`src/rtl/irq_seq_pkg.sv`:
```
package irq_seq_pkg;

   typedef enum logic [3:0] {
      S_IDLE,
      S_PUSH_HI,
      S_PUSH_LO,
      S_PUSH_SR,
      S_VEC_LO,
      S_VEC_HI,
      S_POP_SR,
      S_POP_LO,
      S_POP_HI
   } seq_state_t;

   typedef enum logic {
      K_ENTRY,
      K_RETURN
   } ctx_kind_t;

endpackage

```
`src/rtl/irq_nest_ctr.sv`:
```
module irq_nest_ctr #(
   parameter int W       = 16,
   parameter bit SAT_INC = 1'b1
) (
   input  logic         clk,
   input  logic         rst_n,
   input  logic         inc,
   input  logic         dec,
   output logic [W-1:0] depth
);

   localparam logic [W-1:0] ONE = W'(1);

   logic [W-1:0] up_val;

   generate
      if (W < 2) begin : g_bad_width
         $error("irq_nest_ctr: W must be at least 2");
      end
      if (SAT_INC) begin : g_sat_up
         assign up_val = (depth == '1) ? depth : depth + ONE;
      end else begin : g_wrap_up
         assign up_val = depth + ONE;
      end
   endgenerate

   always_ff @(posedge clk or negedge rst_n) begin
      if (!rst_n) begin
         depth <= '0;
      end else if (inc && !dec) begin
         depth <= up_val;
      end else if (dec && !inc) begin
         if (depth != '0) depth <= depth - ONE;
      end
   end

   // a lone increment below the top advances by exactly one
   a_r5_nest_step: assert property (@(posedge clk) disable iff (!rst_n)
      (inc && !dec && depth != '1) |=> depth == $past(depth) + ONE);

   // a decrement at zero leaves zero
   a_r6_nest_floor: assert property (@(posedge clk) disable iff (!rst_n)
      (dec && !inc && depth == '0) |=> depth == '0);

endmodule

```
`src/rtl/irq_mask_next.sv`:
```
module irq_mask_next #(
   parameter int LVL_W = 3
) (
   input  logic [LVL_W-1:0] lvl,
   output logic [LVL_W-1:0] mask
);

   localparam logic [LVL_W-1:0] ONE = LVL_W'(1);

   generate
      if (LVL_W < 1) begin : g_bad_lvl
         $error("irq_mask_next: LVL_W must be positive");
      end
   endgenerate

   always_comb begin
      if (lvl == '1) mask = lvl;
      else           mask = lvl + ONE;
   end

endmodule

```
`src/rtl/irq_entry_seq.sv`:
```
module irq_entry_seq
   import irq_seq_pkg::*;
#(
   parameter int                ADDR_W   = 24,
   parameter int                DATA_W   = 16,
   parameter int                PC_W     = 32,
   parameter int                SR_W     = 16,
   parameter int                VEC_W    = 8,
   parameter int                LVL_W    = 3,
   parameter int                NEST_W   = 16,
   parameter int                MASK_LSB = 12,
   parameter logic [ADDR_W-1:0] VEC_BASE = 24'hFFFF00,
   parameter bit                NEST_SAT = 1'b1
) (
   input  logic              clk,
   input  logic              rst_n,
   input  logic              irq_valid,
   input  logic [VEC_W-1:0]  irq_vector,
   input  logic [LVL_W-1:0]  irq_level,
   output logic              irq_ack,
   input  logic              reti_req,
   input  logic              instr_done,
   input  logic [PC_W-1:0]   pc_in,
   input  logic [SR_W-1:0]   sr_in,
   input  logic [ADDR_W-1:0] sp_in,
   output logic              ctx_load,
   output logic [PC_W-1:0]   pc_out,
   output logic [SR_W-1:0]   sr_out,
   output logic [ADDR_W-1:0] sp_out,
   output logic [NEST_W-1:0] nest_depth,
   output logic              mem_req,
   output logic              mem_we,
   output logic [ADDR_W-1:0] mem_addr,
   output logic [DATA_W-1:0] mem_wdata,
   input  logic [DATA_W-1:0] mem_rdata,
   input  logic              mem_ready
);

   localparam int WB = DATA_W / 8;
   localparam logic [ADDR_W-1:0] STEP1 = ADDR_W'(WB);
   localparam logic [ADDR_W-1:0] STEP2 = ADDR_W'(2 * WB);
   localparam logic [ADDR_W-1:0] STEP3 = ADDR_W'(3 * WB);

   generate
      if (PC_W != 2 * DATA_W) begin : g_bad_pc
         $error("irq_entry_seq: PC_W must be two bus words");
      end
      if (SR_W != DATA_W) begin : g_bad_sr
         $error("irq_entry_seq: SR_W must equal DATA_W");
      end
      if (VEC_W > ADDR_W) begin : g_bad_vec
         $error("irq_entry_seq: VEC_W exceeds ADDR_W");
      end
      if (MASK_LSB + LVL_W > SR_W) begin : g_bad_mask
         $error("irq_entry_seq: mask field outside SR");
      end
      if ((DATA_W % 8) != 0) begin : g_bad_data
         $error("irq_entry_seq: DATA_W must be whole bytes");
      end
   endgenerate

   seq_state_t          state;
   ctx_kind_t           kind_q;
   logic [PC_W-1:0]     pc_q;
   logic [SR_W-1:0]     sr_q;
   logic [ADDR_W-1:0]   sp_q;
   logic [VEC_W-1:0]    vec_q;
   logic [LVL_W-1:0]    lvl_q;
   logic [DATA_W-1:0]   lo_q;
   logic [SR_W-1:0]     sr_pop_q;
   logic                inhib_q;
   logic [LVL_W-1:0]    mask_nx;
   logic [LVL_W-1:0]    cur_mask;
   logic [SR_W-1:0]     sr_entry;
   logic [ADDR_W-1:0]   vec_addr;
   logic                take;
   logic                nest_inc;
   logic                nest_dec;

   assign cur_mask = sr_in[MASK_LSB +: LVL_W];
   assign take     = (state == S_IDLE) && irq_valid && !inhib_q && !reti_req
                     && (irq_level != '0) && (irq_level >= cur_mask);
   assign irq_ack  = take;
   assign vec_addr = VEC_BASE + ADDR_W'(vec_q);
   assign nest_inc = (state == S_VEC_HI) && mem_ready;
   assign nest_dec = (state == S_POP_HI) && mem_ready;

   irq_mask_next #(.LVL_W(LVL_W)) u_mask (
      .lvl  (lvl_q),
      .mask (mask_nx)
   );

   irq_nest_ctr #(.W(NEST_W), .SAT_INC(NEST_SAT)) u_nest (
      .clk   (clk),
      .rst_n (rst_n),
      .inc   (nest_inc),
      .dec   (nest_dec),
      .depth (nest_depth)
   );

   always_comb begin
      sr_entry = sr_q;
      sr_entry[MASK_LSB +: LVL_W] = mask_nx;
   end

   always_comb begin
      mem_req   = 1'b1;
      mem_we    = 1'b0;
      mem_addr  = sp_q;
      mem_wdata = '0;
      case (state)
         S_PUSH_HI: begin
            mem_we    = 1'b1;
            mem_addr  = sp_q - STEP1;
            mem_wdata = pc_q[PC_W-1 -: DATA_W];
         end
         S_PUSH_LO: begin
            mem_we    = 1'b1;
            mem_addr  = sp_q - STEP2;
            mem_wdata = pc_q[DATA_W-1:0];
         end
         S_PUSH_SR: begin
            mem_we    = 1'b1;
            mem_addr  = sp_q - STEP3;
            mem_wdata = sr_q;
         end
         S_VEC_LO: mem_addr = vec_addr;
         S_VEC_HI: mem_addr = vec_addr + STEP1;
         S_POP_SR: mem_addr = sp_q;
         S_POP_LO: mem_addr = sp_q + STEP1;
         S_POP_HI: mem_addr = sp_q + STEP2;
         default:  mem_req  = 1'b0;
      endcase
   end

   always_ff @(posedge clk or negedge rst_n) begin
      if (!rst_n) begin
         state    <= S_IDLE;
         kind_q   <= K_ENTRY;
         pc_q     <= '0;
         sr_q     <= '0;
         sp_q     <= '0;
         vec_q    <= '0;
         lvl_q    <= '0;
         lo_q     <= '0;
         sr_pop_q <= '0;
         inhib_q  <= 1'b0;
         ctx_load <= 1'b0;
         pc_out   <= '0;
         sr_out   <= '0;
         sp_out   <= '0;
      end else begin
         ctx_load <= 1'b0;
         if (instr_done) inhib_q <= 1'b0;
         case (state)
            S_IDLE: begin
               if (reti_req) begin
                  sp_q   <= sp_in;
                  kind_q <= K_RETURN;
                  state  <= S_POP_SR;
               end else if (take) begin
                  pc_q   <= pc_in;
                  sr_q   <= sr_in;
                  sp_q   <= sp_in;
                  vec_q  <= irq_vector;
                  lvl_q  <= irq_level;
                  kind_q <= K_ENTRY;
                  state  <= S_PUSH_HI;
               end
            end
            S_PUSH_HI: if (mem_ready) state <= S_PUSH_LO;
            S_PUSH_LO: if (mem_ready) state <= S_PUSH_SR;
            S_PUSH_SR: if (mem_ready) state <= S_VEC_LO;
            S_VEC_LO: if (mem_ready) begin
               lo_q  <= mem_rdata;
               state <= S_VEC_HI;
            end
            S_VEC_HI: if (mem_ready) begin
               pc_out   <= {mem_rdata, lo_q};
               sr_out   <= sr_entry;
               sp_out   <= sp_q - STEP3;
               ctx_load <= 1'b1;
               inhib_q  <= 1'b1;
               state    <= S_IDLE;
            end
            S_POP_SR: if (mem_ready) begin
               sr_pop_q <= mem_rdata;
               state    <= S_POP_LO;
            end
            S_POP_LO: if (mem_ready) begin
               lo_q  <= mem_rdata;
               state <= S_POP_HI;
            end
            S_POP_HI: if (mem_ready) begin
               pc_out   <= {mem_rdata, lo_q};
               sr_out   <= sr_pop_q;
               sp_out   <= sp_q + STEP3;
               ctx_load <= 1'b1;
               state    <= S_IDLE;
            end
            default: state <= S_IDLE;
         endcase
      end
   end

   // an acknowledge is followed by the first push just below the captured SP
   a_r2_push_follows_ack: assert property (@(posedge clk) disable iff (!rst_n)
      irq_ack |=> (mem_req && mem_we && mem_addr == $past(sp_in) - STEP1));

   // a stalled memory cycle holds steady
   a_r8_stall_hold: assert property (@(posedge clk) disable iff (!rst_n)
      (mem_req && !mem_ready) |=> (mem_req && $stable(mem_we)
                                   && $stable(mem_addr) && $stable(mem_wdata)));

   // the context load is a single-cycle pulse
   a_r4_load_pulse: assert property (@(posedge clk) disable iff (!rst_n)
      ctx_load |=> !ctx_load);

   // an entry load raises the mask to at least the accepted level
   a_r4_mask_raised: assert property (@(posedge clk) disable iff (!rst_n)
      (ctx_load && kind_q == K_ENTRY) |->
         (sr_out[MASK_LSB +: LVL_W] >= lvl_q && sr_out[MASK_LSB +: LVL_W] != '0));

   // no acknowledge in the cycle an entry completes
   a_r7_guard_after_entry: assert property (@(posedge clk) disable iff (!rst_n)
      (ctx_load && kind_q == K_ENTRY) |-> !irq_ack);

endmodule

```
`config.mk`:
```
export PLATFORM = sky130hd
export DESIGN_NAME = irq_entry_seq
export DESIGN_NICKNAME = d
export VERILOG_FILES = /design/src/rtl/irq_seq_pkg.sv /design/src/rtl/irq_nest_ctr.sv /design/src/rtl/irq_mask_next.sv /design/src/rtl/irq_entry_seq.sv
export SDC_FILE = /design/constraint.sdc
export NUM_CORES = 1
export LEC_CHECK = 0
export ABC_AREA = 1
export BUFFER_PORTS_ARGS = -buffer_cell sky130_fd_sc_hd__buf_2
export CAP_MARGIN = 20
export CORE_ASPECT_RATIO = 0.8
export CORE_MARGIN = 4
export CORE_UTILIZATION = 30
export CTS_CLUSTER_DIAMETER = 50
export DETAILED_ROUTE_END_ITERATION = 12
export GPL_ROUTABILITY_DRIVEN = 0
export PLACE_DENSITY_LB_ADDON = 0.05
export REMOVE_ABC_BUFFERS = 1
export SLEW_MARGIN = 10
export SYNTH_ARGS = -nofsm -noshare
export SYNTH_HDL_FRONTEND = slang
export SYNTH_SLANG_ARGS = --single-unit
```
`constraint.sdc`:
```
create_clock -name clk -period 9.5 [get_ports clk]
set_clock_uncertainty 0.15 [all_clocks]
set_input_delay 0.95 -clock clk [delete_from_list [all_inputs] [get_ports clk]]
set_output_delay 0.95 -clock clk [all_outputs]
set_load 0.05 [all_outputs]
```
==> impl_metrics.env <==
export IMPL_io_buffers=236
export IMPL_clockBufferDepth=3
export IMPL_totalWireLength_um=53500
export IMPL_postRouteAntennaNets=0
export IMPL_viasPerCell=4.88
export IMPL_grt_util_met2_pct=30.8
export IMPL_path_clk_slew_ps=60
export IMPL_required_ps=8400
export IMPL_drc=0
export IMPL_numCtsBuffers=31
export IMPL_finalHoldViolCount=0
export IMPL_place_detailed_hpwl_um=40800
export IMPL_slew_violations=0
export IMPL_grt_ovfl_total=0
export IMPL_clock_latency_ps=570
export IMPL_drt_initial_drc_count=1071
export IMPL_register_area_um2=5230
export IMPL_core_area_um2=46100
export IMPL_wl_per_cell_um=18.3
export IMPL_drive_gt1_share_pct=15.8
export IMPL_grt_pass1_wl_um=82400
export IMPL_critPathMaxFanout=35
export IMPL_synth_largest_area_cell="dfrtp_1"
export IMPL_synthFlopType="dfrtp_1"
export IMPL_post_cts_buffers=0
export IMPL_max_cap_viol_count=0
export IMPL_start_kind="register"
export IMPL_r2r_cells=10
export IMPL_path_class="reg2out"
export IMPL_arrival_ps=3910
export IMPL_antenna_found_initial=1
export IMPL_final_nets=2452
export IMPL_cts_resized=0
export IMPL_final_setup_tns_ps=0
export IMPL_yosys_cell_count_top_type="nand2_1"
export IMPL_root_buffer="clkbuf_16"
export IMPL_grt_max_degree=92
export IMPL_grtUsageTotal_pct=20.5
export IMPL_htreeDepth=1
export IMPL_relSlewSlack_pct=32.9
export IMPL_endpoint_kind="primary output"
export IMPL_dr_pass1_iters=7
export IMPL_multi_input_area_um2=7780
export IMPL_num_rows=70
export IMPL_worst_slew_pin_slew_ps=1000
export IMPL_nFillCells=5136
export IMPL_syn_area_um2=14100
export IMPL_synth_ff_latch_count=209
export IMPL_cts_tree="done"
export IMPL_min_period_ps=5010
export IMPL_syn2layout_area_growth_pct=20.4
export IMPL_r2r_slack_ps=5160
export IMPL_status="completed"
export IMPL_yosysWarnings=0
export IMPL_vias=14300
export IMPL_yosysSeqAreaShare_pct=37.2
export IMPL_setup_violations=0
export IMPL_yosysUniqueCellTypes=45
export IMPL_max_freq_mhz=199
export IMPL_design_die_area_um2=50500
export IMPL_rsz0062_at_grt="false"
export IMPL_dieHeight_um=202
export IMPL_synthArstFlopShare_pct=100
export IMPL_grt_pass1_vias=13700
export IMPL_cts_sinks=209
export IMPL_period_share_pct=52.8
export IMPL_initial_core_util_pct=30.6
export IMPL_syn_inst=2064
export IMPL_die_w_um=250
export IMPL_hp_class="in2async"
export IMPL_use_met3_pct=3.90
export IMPL_cts_hold_buf=0
export IMPL_synth_edf_count=0
export IMPL_ios=237
export IMPL_syn_area_per_cell_um2=6.82
export IMPL_synth_top_area_share_pct=37.2
export IMPL_ys_top_cells_by_area="dfrtp_1 (37%), nand2_1 (20%), ha_1 (5.5%)"
export IMPL_busiest_layer="met1"
export IMPL_yosys_top_cells_count="nand2_1 (763), dfrtp_1 (209), inv_1 (202)"
export IMPL_gr_usage_met1_pct=30.9
==> logic make-up (layout without fill, tap and decap cells) <==
kind of cell | count (synthesis) | in the layout | synth area share, %
buf+inv | 276 | 519 | 7.70
xor+xnor | 46 | 46 | 2.86
compound gates | 290 | 290 | 11.6
flops | 209 | 209 | 37.2
fa+ha+maj | 65 | 65 | 5.94
simple gates | 1177 | 1177 | 34.7
other cells | 0 | 1 | 0
mux | 1 | 1 | 0.0800
==> registers in the layout, indices dropped and copies added (netlist names) <==
register	count
pc_out	32
pc_q	32
sp_out	24
sp_q	24
lo_q	16
sr_out	16
sr_pop_q	16
sr_q	16
u_nest.depth	16
vec_q	8
state	4
lvl_q	3
ctx_load	1
inhib_q	1
==> cells in the final DEF, fill, tap and decap left out, types with 13 or more instances in the layout <==
cell type  synthesis  final
a21oi_1           79     79
a21oi_2           20     20
a31oi_1           28     28
buf_2             19    235
clkbuf_16          0     31
dfrtp_1          209    209
ha_1              62     62
inv_1            202    202
nand2_1          763    762
nand3_1          133    133
nand4_1           41     41
nor2_1           174    173
nor3_1            18     18
o21ai_0          121    121
o21ai_1           17     17
xnor2_1           13     13
xor2_1            33     33
==> layout make-up <==
type,instances,area share (%)
timing repair buffer,248,7.60
clock inverter,17,1.24
inverter,213,4.72
tap,612,4.52
clock buffer,41,5.15
sequential,209,30.9
antenna,1,0.0148
multi-input combinational,1579,45.9
==> worst max-delay path: stages (launching register included) <==
cell and delay [ps]:
dfrtp_1 460, nor2_4 180, nand3_4 250, buf_4 380, ha_1 430, nand2_1 120, nor2_1 150, inv_1 70
nor2_1 260, nand3_1 260, nand4_1 170, nand3_1 80, nand3_1 120, nand2_1 60, inv_1 50, buf_2 250
==> stage by stage <==
stage | cells | util [%] | setup WS [ps] | cell area (um2) | hold WS, ps
after CTS | 2918 | 36.7 | 4490 | 16900 | 275
final | 2920 | 36.8 | 4490 | 16900 | 219
after floorplan | 2001 | - | 4350 | 13800 | 293
after global placement | 2860 | 34.4 | 5110 | 15800 | 305
after detailed placement | 2860 | 34.4 | 5130 | 15800 | 304
after global routing | 2919 | 36.8 | 4180 | 16900 | 282
==> metal layers <==
metal | share of wire, % | vias to the layer above
met2 | 42 | 367
li1 | - | 7129
met5 | 0.024 | -
met4 | 1.7 | 2
met1 | 50 | 6698
met3 | 5.8 | 62
==> final timing paths <==
path | start | to
hold / removal | rst_n | sp_q[23]
hold reg to reg | pc_out[3] | pc_out[3]
max in group asynchronous | rst_n | sp_out[6]
setup / recovery | state[1] | mem_addr[21]
min in group clk | pc_out[3] | pc_out[3]
setup reg to reg | state[1] | pc_out[19]
Power is not shown: default switching activity piles up to over one toggle a cycle in this logic, so the estimate is an artifact.
